--- src/rtl/qrv_pkg.sv ---
package qrv_pkg;

    typedef enum logic [1:0] {
        PH_BLANK = 2'd0,
        PH_HOLD  = 2'd1,
        PH_WIN   = 2'd2,
        PH_WAIT  = 2'd3
    } off_phase_e;

    typedef struct packed {
        logic done;
        logic short_on;
    } on_report_t;

    function automatic int unsigned max3(input int unsigned a, input int unsigned b,
                                         input int unsigned c);
        int unsigned m;
        m = (a > b) ? a : b;
        return (m > c) ? m : c;
    endfunction

endpackage

--- src/rtl/qrv_on_timer.sv ---
module qrv_on_timer
    import qrv_pkg::*;
#(
    parameter int unsigned LEB_CYC    = 4,
    parameter int unsigned MAX_ON_CYC = 20,
    parameter int unsigned AVS_ON_CYC = 8
) (
    input  logic       clk_i,
    input  logic       rst_i,
    input  logic       dis_i,
    input  logic       fire_i,
    input  logic       trip_i,
    output logic       on_o,
    output on_report_t rpt_o
);
    localparam int unsigned W = $clog2(MAX_ON_CYC + 1);
    localparam logic [W-1:0] LEB_W  = W'(LEB_CYC);
    localparam logic [W-1:0] LAST_W = W'(MAX_ON_CYC - 1);
    localparam logic [W:0]   AVS_W  = (W+1)'(AVS_ON_CYC);

    logic         on_q;
    logic [W-1:0] cnt_q;
    logic         end_c;
    logic [W:0]   len_c;

    assign end_c = on_q & (dis_i | (trip_i & (cnt_q >= LEB_W)) | (cnt_q == LAST_W));
    assign len_c = {1'b0, cnt_q} + 1'b1;

    always_ff @(posedge clk_i) begin
        if (rst_i) begin
            on_q  <= 1'b0;
            cnt_q <= '0;
        end else if (on_q) begin
            if (end_c) begin
                on_q <= 1'b0;
            end else begin
                cnt_q <= cnt_q + 1'b1;
            end
        end else if (fire_i && !dis_i) begin
            on_q  <= 1'b1;
            cnt_q <= '0;
        end
    end

    assign on_o           = on_q;
    assign rpt_o.done     = end_c;
    assign rpt_o.short_on = len_c < AVS_W;

endmodule

--- src/rtl/qrv_off_sched.sv ---
module qrv_off_sched
    import qrv_pkg::*;
#(
    parameter int unsigned BLANK_CYC = 30,
    parameter int unsigned WIN_CYC   = 12,
    parameter int unsigned HOLD_CYC  = 5
) (
    input  logic clk_i,
    input  logic rst_i,
    input  logic dis_i,
    input  logic done_i,
    input  logic sync_above_i,
    input  logic sync_high_i,
    input  logic second_valley_i,
    output logic fire_o
);
    localparam int unsigned LONGEST = max3(BLANK_CYC, WIN_CYC, HOLD_CYC);
    localparam int unsigned W = $clog2(LONGEST + 1);
    localparam logic [W-1:0] BLANK_END = W'(BLANK_CYC - 1);
    localparam logic [W-1:0] WIN_END   = W'(WIN_CYC - 1);
    localparam logic [W-1:0] HOLD_END  = W'(HOLD_CYC - 1);

    off_phase_e   phase_q;
    logic [W-1:0] cnt_q;
    logic         seen_q;
    logic         sync_prev_q;
    logic         valley_c;
    logic         hit_c;

    assign valley_c = sync_prev_q & ~sync_above_i;
    assign hit_c    = valley_c & (~second_valley_i | seen_q);

    always_comb begin
        fire_o = 1'b0;
        if (!dis_i) begin
            case (phase_q)
                PH_HOLD: fire_o = (cnt_q == HOLD_END);
                PH_WIN:  fire_o = hit_c | (cnt_q == WIN_END);
                default: fire_o = 1'b0;
            endcase
        end
    end

    always_ff @(posedge clk_i) begin
        if (rst_i) begin
            sync_prev_q <= 1'b0;
        end else begin
            sync_prev_q <= sync_above_i;
        end
    end

    always_ff @(posedge clk_i) begin
        if (rst_i || dis_i) begin
            phase_q <= PH_BLANK;
            cnt_q   <= '0;
            seen_q  <= 1'b0;
        end else begin
            case (phase_q)
                PH_WAIT: begin
                    if (done_i) begin
                        phase_q <= PH_BLANK;
                        cnt_q   <= '0;
                    end
                end
                PH_BLANK: begin
                    if (cnt_q == BLANK_END) begin
                        cnt_q   <= '0;
                        seen_q  <= 1'b0;
                        phase_q <= sync_high_i ? PH_HOLD : PH_WIN;
                    end else begin
                        cnt_q <= cnt_q + 1'b1;
                    end
                end
                PH_HOLD: begin
                    if (fire_o) begin
                        phase_q <= PH_WAIT;
                    end else begin
                        cnt_q <= cnt_q + 1'b1;
                    end
                end
                default: begin
                    if (fire_o) begin
                        phase_q <= PH_WAIT;
                    end else begin
                        cnt_q <= cnt_q + 1'b1;
                        if (valley_c) begin
                            seen_q <= 1'b1;
                        end
                    end
                end
            endcase
        end
    end

endmodule

--- src/rtl/qrv_avs_sel.sv ---
module qrv_avs_sel #(
    parameter int unsigned GROUP_LEN = 2
) (
    input  logic clk_i,
    input  logic rst_i,
    input  logic turn_on_i,
    input  logic done_i,
    input  logic short_on_i,
    output logic second_valley_o
);
    localparam int unsigned PERIOD = 2 * GROUP_LEN;
    localparam int unsigned W      = (PERIOD > 2) ? $clog2(PERIOD) : 1;
    localparam logic [W-1:0] LAST  = W'(PERIOD - 1);
    localparam logic [W-1:0] SPLIT = W'(GROUP_LEN);

    logic [W-1:0] pulse_cnt_q;
    logic         engaged_q;

    always_ff @(posedge clk_i) begin
        if (rst_i) begin
            pulse_cnt_q <= '0;
            engaged_q   <= 1'b0;
        end else begin
            if (turn_on_i) begin
                pulse_cnt_q <= (pulse_cnt_q == LAST) ? '0 : pulse_cnt_q + 1'b1;
            end
            if (done_i) begin
                engaged_q <= short_on_i;
            end
        end
    end

    assign second_valley_o = engaged_q & (pulse_cnt_q >= SPLIT);

endmodule

--- src/rtl/qr_valley_timer.sv ---
module qr_valley_timer
    import qrv_pkg::*;
#(
    parameter int unsigned BLANK_CYC  = 30,
    parameter int unsigned WIN_CYC    = 12,
    parameter int unsigned HOLD_CYC   = 5,
    parameter int unsigned LEB_CYC    = 4,
    parameter int unsigned MAX_ON_CYC = 20,
    parameter int unsigned AVS_ON_CYC = 8,
    parameter int unsigned GROUP_LEN  = 2
) (
    input  logic clk_i,
    input  logic rst_i,
    input  logic dis_i,
    input  logic sync_above_i,
    input  logic sync_high_i,
    input  logic trip_i,
    output logic gate_o
);
    logic       fire;
    logic       on_state;
    logic       second_valley;
    on_report_t rpt;

    qrv_off_sched #(
        .BLANK_CYC(BLANK_CYC),
        .WIN_CYC  (WIN_CYC),
        .HOLD_CYC (HOLD_CYC)
    ) u_off (
        .clk_i          (clk_i),
        .rst_i          (rst_i),
        .dis_i          (dis_i),
        .done_i         (rpt.done),
        .sync_above_i   (sync_above_i),
        .sync_high_i    (sync_high_i),
        .second_valley_i(second_valley),
        .fire_o         (fire)
    );

    qrv_on_timer #(
        .LEB_CYC   (LEB_CYC),
        .MAX_ON_CYC(MAX_ON_CYC),
        .AVS_ON_CYC(AVS_ON_CYC)
    ) u_on (
        .clk_i (clk_i),
        .rst_i (rst_i),
        .dis_i (dis_i),
        .fire_i(fire),
        .trip_i(trip_i),
        .on_o  (on_state),
        .rpt_o (rpt)
    );

    qrv_avs_sel #(
        .GROUP_LEN(GROUP_LEN)
    ) u_avs (
        .clk_i          (clk_i),
        .rst_i          (rst_i),
        .turn_on_i      (fire),
        .done_i         (rpt.done),
        .short_on_i     (rpt.short_on),
        .second_valley_o(second_valley)
    );

    assign gate_o = on_state & ~dis_i;

endmodule

--- config.mk ---
export PLATFORM = sky130hd
export DESIGN_NAME = qr_valley_timer
export DESIGN_NICKNAME = d
export VERILOG_FILES = /design/src/rtl/qrv_pkg.sv /design/src/rtl/qrv_on_timer.sv /design/src/rtl/qrv_off_sched.sv /design/src/rtl/qrv_avs_sel.sv /design/src/rtl/qr_valley_timer.sv
export SDC_FILE = /design/constraint.sdc
export NUM_CORES = 1
export LEC_CHECK = 0
export BUFFER_PORTS_ARGS = -buffer_cell sky130_fd_sc_hd__buf_2
export CORE_MARGIN = 5
export CORE_UTILIZATION = 50
export CTS_CLUSTER_SIZE = 40
export DETAILED_ROUTE_END_ITERATION = 12
export PLACE_DENSITY = 0.68
export RECOVER_POWER = 50
export SLEW_MARGIN = 5
export SYNTH_ARGS = -nofsm -noshare
export SYNTH_HDL_FRONTEND = slang
export SYNTH_SLANG_ARGS = --single-unit
--- constraint.sdc ---
create_clock -name clk_i -period 2.2 [get_ports clk_i]
set_input_delay 0.33 -clock clk_i [delete_from_list [all_inputs] [get_ports clk_i]]
set_output_delay 0.33 -clock clk_i [all_outputs]
set_load 0.02 [all_outputs]
==> metrics.txt, run 1 <==
Post-synth EDFFs 0; # placed instances 163; r2r worst-path depth 7; Initial Utilization 51.5%; total wire length 2230 µm; nets 157; Antenna Nets Post-Route 0; CTS tree built; CP Launch Type flip-flop; Worst Setup SP u_off.phase_q[0]$_SDFFE_PP0P_; WL/cell 13.4 µm; worst slew pin tran 0.483 ns; status completed; Gate Count Post-Synth 130; reg2reg start u_off.phase_q[0]$_SDFFE_PP0P_; Area after DPL 1190 µm²; Top Ports 7; Horiz. Die Dim 57.5 µm; Final Util 55.1%; pre-CTS WS 0.214 ns; Layout Skew 0.000876 ns; Worst Hold Launch sync_above_i; Worst-path clk slew 0.09 ns; drt pass-1 iters 4; ratio of total power to cell area 423 nW/µm²; worst hold path stage count 2; H-tree depth 1; fmax 540 MHz; GR Util All Layers 14.3%; syn nets 147; Worst-Skew Late Latency 0.28 ns; most instantiated cells after synthesis dfxtp_1 (18), a21oi_1 (11), ha_1 (11), inv_1 (11), nand2_1 (8); critical path class flip-flop to flip-flop; Clk Tree Root Cell clkbuf_4; post-route cell area 1210 µm²; Main synth FF type dfxtp_1; critical path required time 2.42 ns; Final Slew Violations 0; Residual DRC 0; PnR worst setup slack 0.349 ns; DIE AREA 3310 µm²; core area 2190 µm²; TritonCTS buffer count 3; Non-Filler Instances 166; Synth cell types 39; RSZ-0062 raised after global routing false; Detailed Place HPWL 1740 µm; largest area contributor in the netlist dfxtp_1; Congestion Overflow GR 0; Synth top area share 31.9%; sequential share of the synthesized area 31.9%; peak supply drop 0.000354 V; share of layout cells above drive strength 1 12.3%; clk sink count 18; most frequent cell after synthesis dfxtp_1; total negative setup slack 0 ns; period utilization 84.2%; leading post-synthesis cells by cell area dfxtp_1 (32%), ha_1 (12%), a21oi_1 (4.9%); CTS Hold Bufs 0; first-pass GRT wire length 3790 µm; routability cong. 0.852; diode count 0; RR Endpoint u_off.cnt_q[4]$_SDFFE_PP0P_; Final setup viols 0; fillers 216; Lkg Pwr 0.000416 µW; initial antenna violation count 0; Syn. warnings 0; Critical Path Sink Type flip-flop; CP Data Arrival Time 2.07 ns; initial drt markers 24; Critical Path Fanout Max 8; syn_area_per_cell 8.68 µm²; die height 57.5 µm; Worst Hold End u_off.sync_prev_q$_SDFF_PP0_; Slew HR 67.8%; I/O Buffers 6; Syn Std Cell Area 1130 µm²; Vias 982; minimum clock period 1.85 ns; worst hold path class primary input to flip-flop; vias in the first global route 906; clock tree buffer depth 2; max-cap viol count 0; Reg2Reg Setup Slack 0.35 ns; flops & latches, synth 18; std cell rows 17; largest net degree at the start of global routing 13; Hold Violations, Final 0; Async SR Flop Fraction 0%; Vias/cell 5.92; Synth-to-Final Area Change 6.87%
==> cells by family after synthesis <==
logic type	after synthesis	synth area share [%]
adder cells (fa/ha/maj)	11	12.2
AO/OA/AOI/OAI	38	24.6
AND/OR/NAND/NOR	47	23.6
multiplexers	2	1.88
XOR/XNOR	1	0.776
flip-flops	18	31.9
buffers and inverters	13	4.99
==> report_power, final <==
group	leakage (µW)	switching [µW]	internal [µW]
logic	0.000257	14.6	9.69
clock network	0.0000138	92.1	63.6
registers	0.000146	1.99	328
total	0.000416	109	402
==> metal layers <==
layer / global-route usage, % / share of wire (%) / vias up / routed length [µm]
met1: 16.9 / 43 / 463 / 959
met2: 24.4 / 51 / 21 / 1140
met4: 3.64 / 0.63 / 0 / 14
met3: 5.20 / 5.2 / 2 / 116
met5: 0 / 0 / - / 0
li1: - / - / 496 / -
==> through the flow <==
stage | total power [µW] | hold slack, ns
3_3_place_gp | 362 | 0.480
2_1_floorplan | 352 | 0.458
5_1_grt | 536 | 0.271
3_5_place_dp | 363 | 0.482
4_1_cts | 520 | 0.259
6_report | 510 | 0.266
==> repair_timing <==
action | 4_1_cts | 5_1_grt
resized for setup | 0 | 1
setup buffers | 0 | 0
endpoints found under the setup margin | 0 | 1
==> layout by cell type (no fill, tap or decap), drive strengths merged, types with 3 or more instances in the layout <==
master  Yosys  layout
dfxtp      18      18
inv        11      11
a21oi      11      11
ha         11      11
nand2       8       8
o21ai       8       8
nand3       7       7
nor2b       6       6
nor2        6       6
clkbuf      1       6
or3         5       5
buf         1       4
o211ai      4       4
or2         3       3
==> worst max-delay path, stage by stage (launching register included) <==
cell and delay, ns:
dfxtp_1 0.38, inv_1 0.08, ha_1 0.31, nor2b_1 0.16, o2111ai_1 0.17, o211ai_4 0.18
or3_1 0.38, a21oi_1 0.14
==> flip-flops by register name, indices dropped and copies added (netlist names) <==
signal and flops:
u_avs.engaged_q 1, u_off.phase_q 2, u_avs.pulse_cnt_q 2, u_on.cnt_q 5
u_on.on_o 1, u_off.seen_q 1, u_off.sync_prev_q 1, u_off.cnt_q 5
==> area by class of cell <==
type                    instances  area (µm²)  area share, %
clock buffers                   3        22.5           1.87
well taps                      28        35.0           2.90
multi-input cells              99         716           59.3
inverters                      11        41.3           3.42
repair buffers                  7        31.3           2.59
flip-flops and latches         18         360           29.9
==> worst max path at each step <==
stage / cells after the start / slack, ns / endpoint
after floorplan: 4 / 0.51 / u_on.cnt_q[2]$_SDFFE_PP0P_
final: 7 / 0.35 / u_off.cnt_q[4]$_SDFFE_PP0P_
after global placement: 7 / 0.34 / u_on.cnt_q[3]$_SDFFE_PP0P_
after detailed placement: 7 / 0.21 / u_on.cnt_q[3]$_SDFFE_PP0P_
after global routing: 7 / 0.19 / u_on.cnt_q[3]$_SDFFE_PP0P_
after CTS: 7 / 0.19 / u_on.cnt_q[3]$_SDFFE_PP0P_
(Power assumes the default switching activity.)
==> run 2: changes to the inputs <==
- PLACE_DENSITY: 0.68 -> 0.7
- clock period: 2.2 -> 1.65 ns (I/O delays scaled with it)
==> run 2 against run 1 <==
The run now ends with setup timing left. Maximum frequency up 4.7%. Global-route usage up 4.0 points. Final cell count up 20%. Power up 40%. Combinational power up 140%. Largest power group unchanged. Die area unchanged. Setup slack worse by 0.47 ns. Clock power up 40%. Wire length up 37%. Clock-buffer cell count unchanged. Non-clock buffer count up 34.
==> metrics.txt, run 2 (synthesized netlist as in run 1, its figures left out) <==
Worst-Skew Late Latency 0.29 ns; Slew HR 62.0%; CTS tree built; die height 57.5 µm; Critical Path Sink Type flip-flop; first-pass GRT wire length 4740 µm; I/O Buffers 6; max-cap viol count 0; Critical Path Fanout Max 8; critical path required time 1.83 ns; Synth-to-Final Area Change 47.6%; WL/cell 15.3 µm; DIE AREA 3310 µm²; core area 2190 µm²; Final setup viols 9; Vias 1146; initial antenna violation count 0; CP Launch Type flip-flop; peak supply drop 0.000632 V; Vias/cell 5.73; # placed instances 187; RSZ-0062 raised after global routing true; Layout Skew 0.0106 ns; Reg power frac 61.3%; r2r worst-path depth 8; Antenna Nets Post-Route 0; Detailed Place HPWL 2040 µm; most common cell after layout, fill and taps aside buf_4; std cell rows 17; CP Data Arrival Time 1.95 ns; diode count 0; total wire length 3050 µm; worst slew pin tran 0.570 ns; Final Util 76.0%; vias in the first global route 1104; worst hold path stage count 2; Slowest cell on crit path a2111o_1; clk sink count 18; Largest delay share family, worst path compound AO/OA/AOI/OAI gates; Lkg Pwr 0.000624 µW; period utilization 107%; Non-Filler Instances 200; slowest stage delay, CP 0.48 ns; TritonCTS buffer count 3; share of layout cells above drive strength 1 50.6%; Final Slew Violations 0; largest net degree at the start of global routing 12; minimum clock period 1.77 ns; combinational power share 8.0%; crit-path cells inv_4 > ha_4 > nand4b_1 > a2111o_1 > o211ai_4 > buf_6 > xnor2_2 > nor2_1; P_sw 168 µW; nets 191; GR Util All Layers 18.3%; critical path class flip-flop to flip-flop; Residual DRC 0; Clk Tree Root Cell clkbuf_4; Horiz. Die Dim 57.5 µm; Fin Hold WS 0.175 ns; internal power 546 µW; Initial Utilization 51.5%; switching part of the total 23.5%; WP buf/inv 2; PnR worst setup slack -0.118 ns; routability cong. 0.883; status finished with violations; worst hold path class primary input to flip-flop; H-tree depth 1; Clk pwr share 30.7%; Top Ports 7; initial drt markers 43; CP Depth 8; drt pass-1 iters 4; Hold Violations, Final 0; ratio of total power to cell area 428 nW/µm²; clock tree buffer depth 2; Congestion Overflow GR 0; commonest cells after routing, fill and taps aside buf_4 (29), dfxtp_1 (11), inv_1 (7), nand2_1 (7); Regs by FF count u_off.cnt_q: 5 flops, u_on.cnt_q: 5 flops; violated checks setup timing; fmax 566 MHz; Worst-path clk slew 0.11 ns
==> run 2: metrics by stage <==
stage	setup WS, ns	setup TNS, ns	power, µW	cell area, µm²
floorplan	-0.0143	-0.0404	469	1130
global placement	-0.0962	-0.416	496	1370
detailed placement	-0.199	-0.994	497	1370
CTS	-0.0746	-0.355	713	1530
global route	-0.192	-1.52	754	1670
finish	-0.118	-0.527	713	1670
==> run 2: final timing paths <==
path | startpoint | to | slack, ns
max | u_off.phase_q[1]$_SDFFE_PP0P_ | u_off.cnt_q[0]$_SDFFE_PP0P_ | -0.12
min | sync_above_i | u_off.sync_prev_q$_SDFF_PP0_ | 0.18
max reg2reg | u_off.phase_q[1]$_SDFFE_PP0P_ | u_off.cnt_q[0]$_SDFFE_PP0P_ | -0.12
min reg2reg | u_avs.pulse_cnt_q[0]$_SDFFE_PP0P_ | u_avs.pulse_cnt_q[0]$_SDFFE_PP0P_ | 0.53
==> run 2: per-layer routing <==
layer  track usage, %  up-vias  share of wire (%)
li1                 -      560                  -
met1             19.7      543                 41
met2             33.9       37                 53
met3             3.17        6                4.8
met4             8.61        0                1.7
met5                0        -                  0
==> run 2: layout make-up <==
cell class,count,area [µm²]
clock buffer,3,22.5
inverter,11,48.8
fill,146,526
tap,28,35.0
multi-input combinational,99,873
timing repair buffer,41,307
sequential,18,379
==> run 2: repair_timing <==
item,4_1_cts,5_1_grt
resized for setup,28,31
setup endpoints to repair,15,16
endpoints found under the hold margin,0,0
pin swaps,15,17
setup buffers,5,5
hold buffers,0,0
==> run 2: power groups by stage <==
stage / logic [µW] / clock network, µW / registers [µW]
detailed placement: 46.3 / 0 / 451
global route: 61.3 / 255 / 438
finish: 57.4 / 219 / 437
floorplan: 19.2 / 0 / 450
global placement: 45.3 / 0 / 450
CTS: 49.3 / 224 / 440
==> run 3: changes to the inputs <==
- PLACE_DENSITY: 0.7 -> 0.68
==> run 3 against run 2 <==
The run still ends with setup timing left. Power decreased by 1.9%. Register-to-register slack gained 0.03 ns. Clock-buffer cell count is the same. Clock power is 2% lower. Utilization down 1.5 points. Critical path type unchanged. Critical endpoint is now u_off.cnt_q[4]$_SDFFE_PP0P_.
==> metrics.txt, run 3 (synthesized netlist as in run 1, its figures left out) <==
total power 700 µW; Worst-path clk slew 0.10 ns; std cell rows 17; most common cell after layout, fill and taps aside buf_4; H-tree depth 1; Synth-to-Final Area Change 44.6%; period utilization 105%; peak supply drop 0.000421 V; WL/cell 15.6 µm; minimum clock period 1.73 ns; commonest cells after routing, fill and taps aside buf_4 (26), dfxtp_1 (11), inv_1 (8), a21oi_1 (8); die height 57.5 µm; ratio of total power to cell area 429 nW/µm²; critical path required time 1.88 ns; initial drt markers 41; Layout Skew 0.00486 ns; DIE AREA 3310 µm²; Vias/cell 5.82; Initial Utilization 51.5%; status finished with violations; GR Util All Layers 16.8%; total wire length 3040 µm; Horiz. Die Dim 57.5 µm; CTS Hold Bufs 0; Top Ports 7; Vias 1135; Critical Path Fanout Max 8; fmax 577 MHz; nets 186; violated checks setup timing; Clk Tree Root Cell clkbuf_4; Antenna Nets Post-Route 0; Slew HR 59.0%; max-cap viol count 0; share of layout cells above drive strength 1 49.1%; Congestion Overflow GR 0; vias in the first global route 1074; CP Launch Type flip-flop; initial antenna violation count 0; routability cong. 0.860; CTS tree built; Final setup viols 9; PnR worst setup slack -0.0843 ns; critical path class flip-flop to flip-flop; Final Slew Violations 0; I/O Buffers 6; Worst-Skew Late Latency 0.29 ns; worst slew pin tran 0.615 ns; core area 2190 µm²; first-pass GRT wire length 4400 µm; worst hold path class primary input to flip-flop; Hold Violations, Final 0; diode count 0; TritonCTS buffer count 3; Regs by FF count u_off.cnt_q: 5 flops, u_on.cnt_q: 5 flops; RSZ-0062 raised after global routing true; Fin Hold WS 0.178 ns; Detailed Place HPWL 2000 µm; Lkg Pwr 0.000587 µW; largest net degree at the start of global routing 12; CP Data Arrival Time 1.96 ns; Critical Path Sink Type flip-flop; Residual DRC 0; clk sink count 18; drt pass-1 iters 4; clock tree buffer depth 2
run 3: cell types whose count changed in the layout (fill, tap and decap cells not counted), moves of 2 or more:
cell      change
inv_4         -2
a21oi_1       +2
a311oi_2      +2
buf_4         -3
a21oi_2       -2
a311oi_1      -2
buf_6         -2
run 3: path summary, 6_finish.rpt:
| kind | start | to | slack, ns | cells after the start |
|---|---|---|---|---|
| worst max register to register | u_off.phase_q[1]$_SDFFE_PP0P_ | u_off.cnt_q[4]$_SDFFE_PP0P_ | -0.08 | 7 |
| worst max-delay path | u_off.phase_q[1]$_SDFFE_PP0P_ | u_off.cnt_q[4]$_SDFFE_PP0P_ | -0.08 | 7 |
| worst min-delay path | sync_above_i | u_off.sync_prev_q$_SDFF_PP0_ | 0.18 | 2 |
| worst min register to register | u_avs.engaged_q$_SDFFE_PP0P_ | u_avs.engaged_q$_SDFFE_PP0P_ | 0.51 | 2 |
run 3: area by class of cell:
| cell class | count | area (µm²) |
|---|---|---|
| inverters | 11 | 43.8 |
| flip-flops and latches | 18 | 377 |
| clock buffers | 3 | 22.5 |
| fillers | 169 | 559 |
| repair buffers | 36 | 262 |
| multi-input cells | 99 | 892 |
| well taps | 28 | 35.0 |
run 3: metal layers:
layer  vias to the layer above  part of all wire (%)  global-route usage [%]  wire [µm]
met5                         -                     0                       0          0
met4                         0                   1.7                    8.28         53
met3                         7                   3.2                    3.17         97
met2                        30                    54                    30.5       1630
met1                       537                    42                    18.4       1260
li1                        561                     -                       -          -
run 3: repair_timing:
item                                    CTS  global route
pin swaps                                13            15
endpoints found under the setup margin   15            15
gates resized for setup                  19            35
endpoints found under the hold margin     0             0
buffers inserted                          3             6
run 3: report_power, final:
group | switching [µW] | internal, µW
clock network | 129 | 84.8
registers | 2.79 | 434
logic | 25.9 | 23.3
run 3: stage by stage:
stage	TNS, ns	area [µm²]	cells	setup slack [ns]	utilization, %
final	-0.508	1630	195	-0.0843	74.5
after floorplan	-0.0404	1130	130	-0.0143	-
after global placement	-0.765	1350	184	-0.116	61.5
after CTS	-0.327	1450	190	-0.0797	66.2
after global routing	-1.67	1630	195	-0.195	74.5
after detailed placement	-1.13	1350	184	-0.153	61.5
run 3: critical path, stage by stage (launching register included):
cell	delay [ns]
dfxtp_4	0.40
inv_2	0.06
ha_1	0.29
nor2b_2	0.18
o2111ai_2	0.11
o211ai_4	0.16
or3_1	0.34
a21oi_1	0.14
